==> config.mk <==
export PLATFORM = sky130hd
export DESIGN_NAME = mbd_datapath
export DESIGN_NICKNAME = d
export VERILOG_FILES = /design/src/rtl/mbd_pkg.sv /design/src/rtl/mbd_ctrl.sv /design/src/rtl/mbd_core.sv /design/src/rtl/mbd_datapath.sv
export SDC_FILE = /design/constraint.sdc
export NUM_CORES = 1
export LEC_CHECK = 0
export BUFFER_PORTS_ARGS = -buffer_cell sky130_fd_sc_hd__clkbuf_2
export CAP_MARGIN = 20
export CORE_MARGIN = 5
export CORE_UTILIZATION = 53
export DETAILED_ROUTE_END_ITERATION = 12
export PLACE_DENSITY = 0.78
export SLEW_MARGIN = 20
export SYNTH_ARGS = -nofsm -noshare
export SYNTH_HDL_FRONTEND = slang
export SYNTH_SLANG_ARGS = --single-unit
export TNS_END_PERCENT = 20
==> constraint.sdc <==
create_clock -name clk -period 6.9 [get_ports clk]
set_clock_uncertainty 0.1 [all_clocks]
set_input_delay 1.38 -clock clk [delete_from_list [all_inputs] [get_ports clk]]
set_output_delay 1.38 -clock clk [all_outputs]
set_load 0.005 [all_outputs]
==> src/rtl/mbd_pkg.sv <==
package mbd_pkg;
  parameter int W     = 32;
  parameter int BYTEW = 8;
  parameter int NREG  = 9;
  parameter int NSRC  = 9;
  parameter int SELW  = 4;

  // destination bit positions on the C bus
  parameter int IDX_HOLD  = 0;
  parameter int IDX_SCR   = 1;
  parameter int IDX_TOP   = 2;
  parameter int IDX_CONST = 3;
  parameter int IDX_LOCAL = 4;
  parameter int IDX_SP    = 5;
  parameter int IDX_PC    = 6;
  parameter int IDX_MDATA = 7;
  parameter int IDX_MADDR = 8;

  typedef enum logic [3:0] {
    OP_A      = 4'd0,
    OP_B      = 4'd1,
    OP_ADD    = 4'd2,
    OP_ADDINC = 4'd3,
    OP_INCB   = 4'd4,
    OP_SUB    = 4'd5,
    OP_DECB   = 4'd6,
    OP_NEGA   = 4'd7,
    OP_AND    = 4'd8,
    OP_OR     = 4'd9,
    OP_ZERO   = 4'd10,
    OP_ONE    = 4'd11,
    OP_ONES   = 4'd12,
    OP_R13    = 4'd13,
    OP_R14    = 4'd14,
    OP_R15    = 4'd15
  } aluOpE;

  typedef enum logic [1:0] {
    SH_NONE = 2'd0,
    SH_LL8  = 2'd1,
    SH_AR1  = 2'd2,
    SH_RSV  = 2'd3
  } shiftE;

  typedef struct packed {
    logic [NSRC-1:0] srcHot;
    logic [NREG-1:0] wrMask;
    aluOpE           op;
    shiftE           sh;
  } dpStrobeT;
endpackage

==> src/rtl/mbd_ctrl.sv <==
module mbd_ctrl
  import mbd_pkg::*;
(
  input  logic [SELW-1:0] bSel,
  input  logic [NREG-1:0] cWrite,
  input  logic [3:0]      aluCtrl,
  input  logic [1:0]      shiftCtrl,
  output dpStrobeT        strobe
);
  always_comb begin
    for (int i = 0; i < NSRC; i++) begin
      strobe.srcHot[i] = (bSel == SELW'(i));
    end
    strobe.wrMask = cWrite;
    strobe.op     = aluOpE'(aluCtrl);
    strobe.sh     = shiftE'(shiftCtrl);
  end
endmodule

==> src/rtl/mbd_core.sv <==
module mbd_core
  import mbd_pkg::*;
(
  input  logic                     clk,
  input  logic                     rstN,
  input  dpStrobeT                 strobe,
  input  logic [W-1:0]             memIn,
  input  logic                     memLoad,
  input  logic [BYTEW-1:0]         fetchIn,
  input  logic                     fetchLoad,
  output logic [NREG-1:0][W-1:0]   regQ,
  output logic [BYTEW-1:0]         fetchQ,
  output logic                     flagN,
  output logic                     flagZ
);
  localparam int EXTW = W - BYTEW;

  logic [NSRC-1:0][W-1:0] srcVal;
  logic [W-1:0] bBus, aluOut, cBus, aOp;

  assign aOp = regQ[IDX_HOLD];

  // B bus candidates in selector-code order
  genvar s;
  generate
    for (s = 0; s < NSRC; s++) begin : g_src
      if (s == 0) begin : g_md
        assign srcVal[s] = regQ[IDX_MDATA];
      end else if (s == 1) begin : g_pc
        assign srcVal[s] = regQ[IDX_PC];
      end else if (s == 2) begin : g_zx
        assign srcVal[s] = {{EXTW{1'b0}}, fetchQ};
      end else if (s == 3) begin : g_sx
        assign srcVal[s] = {{EXTW{fetchQ[BYTEW-1]}}, fetchQ};
      end else begin : g_reg
        assign srcVal[s] = regQ[NSRC - s];
      end
    end
  endgenerate

  always_comb begin
    bBus = '0;
    for (int i = 0; i < NSRC; i++) begin
      bBus = bBus | (strobe.srcHot[i] ? srcVal[i] : '0);
    end
  end

  always_comb begin
    case (strobe.op)
      OP_A:      aluOut = aOp;
      OP_B:      aluOut = bBus;
      OP_ADD:    aluOut = aOp + bBus;
      OP_ADDINC: aluOut = aOp + bBus + W'(1);
      OP_INCB:   aluOut = bBus + W'(1);
      OP_SUB:    aluOut = bBus - aOp;
      OP_DECB:   aluOut = bBus - W'(1);
      OP_NEGA:   aluOut = '0 - aOp;
      OP_AND:    aluOut = aOp & bBus;
      OP_OR:     aluOut = aOp | bBus;
      OP_ONE:    aluOut = W'(1);
      OP_ONES:   aluOut = '1;
      default:   aluOut = '0;
    endcase
  end

  always_comb begin
    case (strobe.sh)
      SH_LL8:  cBus = aluOut << 8;
      SH_AR1:  cBus = {aluOut[W-1], aluOut[W-1:1]};
      default: cBus = aluOut;
    endcase
  end

  genvar r;
  generate
    for (r = 0; r < NREG; r++) begin : g_reg
      if (r == IDX_MDATA) begin : g_mdr
        always_ff @(posedge clk) begin
          if (!rstN)                regQ[r] <= '0;
          else if (strobe.wrMask[r]) regQ[r] <= cBus;
          else if (memLoad)          regQ[r] <= memIn;
        end
      end else begin : g_plain
        always_ff @(posedge clk) begin
          if (!rstN)                regQ[r] <= '0;
          else if (strobe.wrMask[r]) regQ[r] <= cBus;
        end
      end
    end
  endgenerate

  always_ff @(posedge clk) begin
    if (!rstN) begin
      fetchQ <= '0;
      flagN  <= 1'b0;
      flagZ  <= 1'b0;
    end else begin
      if (fetchLoad) fetchQ <= fetchIn;
      flagN <= aluOut[W-1];
      flagZ <= (aluOut == '0);
    end
  end
endmodule

==> src/rtl/mbd_datapath.sv <==
module mbd_datapath
  import mbd_pkg::*;
(
  input  logic                clk,
  input  logic                rstN,
  input  logic [SELW-1:0]     bSel,
  input  logic [NREG-1:0]     cWrite,
  input  logic [3:0]          aluCtrl,
  input  logic [1:0]          shiftCtrl,
  input  logic [W-1:0]        memIn,
  input  logic                memLoad,
  input  logic [BYTEW-1:0]    fetchIn,
  input  logic                fetchLoad,
  output logic                flagN,
  output logic                flagZ,
  output logic [W-1:0]        memAddr,
  output logic [W-1:0]        memData,
  output logic [W-1:0]        progCnt,
  output logic [BYTEW-1:0]    fetchByte,
  output logic [W-1:0]        stackPtr,
  output logic [W-1:0]        localBase,
  output logic [W-1:0]        constBase,
  output logic [W-1:0]        stackTop,
  output logic [W-1:0]        scratch,
  output logic [W-1:0]        holdReg
);
  dpStrobeT strobe;
  logic [NREG-1:0][W-1:0] regQ;

  mbd_ctrl u_ctrl (
    .bSel(bSel), .cWrite(cWrite), .aluCtrl(aluCtrl),
    .shiftCtrl(shiftCtrl), .strobe(strobe)
  );

  mbd_core u_core (
    .clk(clk), .rstN(rstN), .strobe(strobe), .memIn(memIn),
    .memLoad(memLoad), .fetchIn(fetchIn), .fetchLoad(fetchLoad),
    .regQ(regQ), .fetchQ(fetchByte), .flagN(flagN), .flagZ(flagZ)
  );

  assign holdReg   = regQ[IDX_HOLD];
  assign scratch   = regQ[IDX_SCR];
  assign stackTop  = regQ[IDX_TOP];
  assign constBase = regQ[IDX_CONST];
  assign localBase = regQ[IDX_LOCAL];
  assign stackPtr  = regQ[IDX_SP];
  assign progCnt   = regQ[IDX_PC];
  assign memData   = regQ[IDX_MDATA];
  assign memAddr   = regQ[IDX_MADDR];
endmodule

==> results by group <==
Yosys
  – Yosys reg bits: 298
  – Syn Inst Count: 2,955
  – Distinct cells, synth: 111
  – Synth area leaders: dfxtp_1 (26%), mux2i_1 (7.2%), ha_1 (6.9%)
  – Synth cell count leaders: nor2_1 (348), dfxtp_1 (298), nand2_1 (203)
  – Syn Area/Cell: 7.80 um^2
  – Sequential share of the synthesized area: 25.9%
  – FFs w/ async S/R, synth: 0%
  – Yosys top cell area share: 25.9%
  – Ys Warns: 0
  – Post-synth EDFFs: 0
  – Post-Syn Area: 0.0231 mm^2
  – Top_reg_cell synth: dfxtp_1
  – Most frequent cell after synthesis: nor2_1
  – Yosys top cell by area: dfxtp_1
  – Syn nets: 3,149

Placed design
  – PortBufs: 360
  – GPL Wtd Cong: 1.08
  – Post-DP HPWL: 85,800 um
  – Dpl ws: -0.281 ns
  – Placed cell areas: 0.0282 mm^2

Setup path
  – Worst Setup End Kind: register
  – Setup crit start kind: input pin
  – Slowest CP cell: a21oi_1
  – Worst path cell trace: clkbuf_2, buf_4, buf_4, nor4b_2, buf_4, buf_4, a222oi_1, nand3_1, a21oi_1, inv_1, ha_1, a211oi_1, o21bai_1, a211oi_1, o31ai_1, mux2_2, nor4_1, buf_4, nand2_1, o2111ai_1, nor2_1, buf_4, o21ai_2, a32o_1
  – R2R setup slack: 0.87 ns
  – Largest delay share family, worst path: compound AO/OA/AOI/OAI gates
  – Crit path launch: bSel[0]
  – Reg2Reg Launch Point: u_core.regQ[32]$_SDFFE_PN0P_
  – CP most frequent cell: buf_4
  – Crit path kind: in2reg
  – Critical Path Stages: 24
  – CP endpoint: u_core.regQ[158]$_SDFFE_PN0P_
  – Critical path buffer and inverter count: 8
  – Reg2Reg Depth: 24
  – Arr. time, crit path: 7.12 ns
  – Critical-path maximum fanout: 12
  – Reg2Reg Capture Point: u_core.regQ[251]$_SDFFE_PN0P_
  – Critical path required time: 7.30 ns
  – Max stage delay on crit path: 0.47 ns

Pwr
  – Leakage: 13.2 nW
  – Register share of total power: 35.9%
  – Power per Cell Area: 197 mW/mm^2
  – Sw Ratio: 38.0%
  – Combinational group share of total power: 37.7%
  – Clk network pwr share: 26.4%
  – Peak supply drop: 0.223 mV
  – Psw: 0.00217 W
  – Int Pwr: 0.00354 W

Timing
  – Max Slew Vio Count: 0
  – Unrepaired setup endpoints after global routing: yes
  – Setup ws final: 0.182 ns
  – Slew headroom: 25.0%
  – Hold Fails Final Rpt: 0
  – Slew @ Worst Pin: 1.12 ns
  – Final setup violation count: 0
  – FMAX: 149 MHz
  – Final period utilization: 97.4%
  – Min Tclk post-route: 6.72 ns
  – TNS Setup: 0 ns

Cells and area
  – Multi-input logic area: 0.0159 mm^2
  – Area growth, synth to finish: 26.1%
  – Design Area, Final: 0.0291 mm^2
  – Nets: 3,759
  – N_diodes: 0
  – Register area: 0.00597 mm^2
  – Share of post-route cells with drive strength above 1: 26.5%
  – Fill count: 3,586

Job
  – Max-cap violations: 0

Global routing
  – Number of global-route vias before repair: 26.5k
  – GRT Overall Usage: 44.0%
  – Grt ovf: 0
  – First-pass GRT wire length: 164,000 um
  – Initial antenna violation count: 0
  – Largest net degree at the start of global routing: 98

Min path
  – Hold WC Path Type: reg2reg
  – Worst Hold Depth: 2

Floorplanning
  – Die area: 0.0478 mm^2
  – Row count: 76
  – Die X: 219 um
  – I/O Pins: 361
  – Initial Util: 53.5%
  – DIE HEIGHT: 219 um
  – CORE AREA: 0.0431 mm^2

Route
  – Detail Route Antenna Nets: 0
  – Pre-Repair DR Iteration Count: 8
  – WL/cell: 26.7 um
  – Via density: 6.78
  – Routed WL: 111,000 um
  – Starting DRT DRC Count: 4,351
  – DR vias: 28.3k
  – DRC: 0

Clock tree
  – Bufs on Longest Clock Path: 3
  – Worst-skew pair later-pin latency: 0.56 ns
  – CTS tree: built
  – Num CTS Buffers: 26
  – Clock root buffer: clkbuf_16
  – Clock sinks: 298
  – Clock-pin slew on the worst setup and hold paths: 0.07 ns
  – Postcts setup bufs: 0
  – Number of H-tree levels: 1

Outcome
  – Status: completed
==> flip-flops by register name, summed over array words and instances, names as in the netlist <==
name           flops
u_core.aOp        32
u_core.fetchQ      8
u_core.flagN       1
u_core.flagZ       1
u_core.regQ      256
==> per-stage QoR <==
| step | hold slack [ns] | util [%] | power, W | cells |
|---|---|---|---|---|
| 2_1_floorplan | 0.351 | - | 0.00313 | 2955 |
| 3_3_place_gp | 0.345 | 65.4 | 0.00408 | 4120 |
| 3_5_place_dp | 0.380 | 65.4 | 0.00412 | 4121 |
| 4_1_cts | 0.389 | 67.4 | 0.00560 | 4169 |
| 5_1_grt | 0.412 | 67.5 | 0.00588 | 4170 |
| 6_report | 0.390 | 67.5 | 0.00571 | 4170 |
==> tightest hold or removal path, stage by stage (launching register included) <==
cell	delay (ns)
dfxtp_1	0.32
nor2_1	0.08
a211oi_1	0.05
==> cell type report <==
cell class	count	share of cell area, %
multi-input cells	2329	54.7
flip-flops and latches	298	20.5
repair buffers	811	18.1
clock buffers	35	2.57
well taps	585	2.52
inverters	99	1.30
clock inverters	13	0.383
==> timing repair <==
item,4_1_cts,5_1_grt
endpoints found under the hold margin,0,0
endpoints found under the setup margin,0,3
hold buffers,0,0
resized for setup,0,5
==> power by group through the flow <==
| stage | sequential [W] | combinational (W) | clock (W) |
|---|---|---|---|
| global placement | 0.00206 | 0.00202 | 0 |
| finish | 0.00205 | 0.00215 | 0.00151 |
| floorplan | 0.00201 | 0.00113 | 0 |
| CTS | 0.00203 | 0.00207 | 0.00149 |
| detailed placement | 0.00207 | 0.00205 | 0 |
| global route | 0.00205 | 0.00227 | 0.00156 |
==> layer usage <==
metal | track usage (%) | vias up | share of wire (%)
li1 | - | 12200 | -
met1 | 58.4 | 13300 | 38
met2 | 67.0 | 2318 | 42
met3 | 11.4 | 449 | 14
met4 | 20.8 | 0 | 6.0
met5 | 0 | - | 0
==> cells in the final DEF (no fill, tap or decap), drive strengths merged, types with 16 or more instances in the layout <==
cell type / Yosys / routed
nor2b: 57 / 57
nor4: 25 / 25
a211oi: 131 / 131
a31oi: 26 / 26
a21o: 48 / 48
and2: 26 / 26
a221oi: 23 / 23
nor3: 70 / 70
inv: 96 / 98
nand4: 42 / 42
or3: 22 / 22
o211ai: 29 / 29
ha: 128 / 128
a22oi: 42 / 42
o21ai: 169 / 169
mux2i: 165 / 165
a21oi: 186 / 186
nand2: 204 / 204
nand3: 78 / 78
o22ai: 25 / 25
xor2: 22 / 22
nor2: 348 / 348
clkbuf: 176 / 394
buf: 53 / 452
nand3b: 31 / 31
and3: 18 / 18
o21a: 31 / 31
a22o: 29 / 29
xnor2: 42 / 42
a41oi: 16 / 16
a32o: 18 / 18
dfxtp: 298 / 298
nand2b: 22 / 22
==> cell families after synthesis <==
logic type | count (synthesis) | synth area share (%)
buf+inv | 328 | 5.69
compound gates | 941 | 29.0
mux | 182 | 8.09
fa+ha+maj | 131 | 7.21
xor+xnor | 64 | 2.46
simple gates | 1011 | 21.7
flops | 298 | 25.9
==> how the worst min path moves through the flow <==
stage                                  startpoint                             to  slack (ns)
floorplan           u_core.regQ[285]$_SDFFE_PN0P_  u_core.regQ[285]$_SDFFE_PN0P_        0.35
global placement    u_core.regQ[285]$_SDFFE_PN0P_  u_core.regQ[285]$_SDFFE_PN0P_        0.35
detailed placement  u_core.regQ[259]$_SDFFE_PN0P_  u_core.regQ[259]$_SDFFE_PN0P_        0.38
CTS                 u_core.regQ[259]$_SDFFE_PN0P_  u_core.regQ[259]$_SDFFE_PN0P_        0.39
global route         u_core.regQ[93]$_SDFFE_PN0P_   u_core.regQ[93]$_SDFFE_PN0P_        0.41
finish              u_core.regQ[259]$_SDFFE_PN0P_  u_core.regQ[259]$_SDFFE_PN0P_        0.39
No activity file was read; power rests on OpenSTA's default activity.
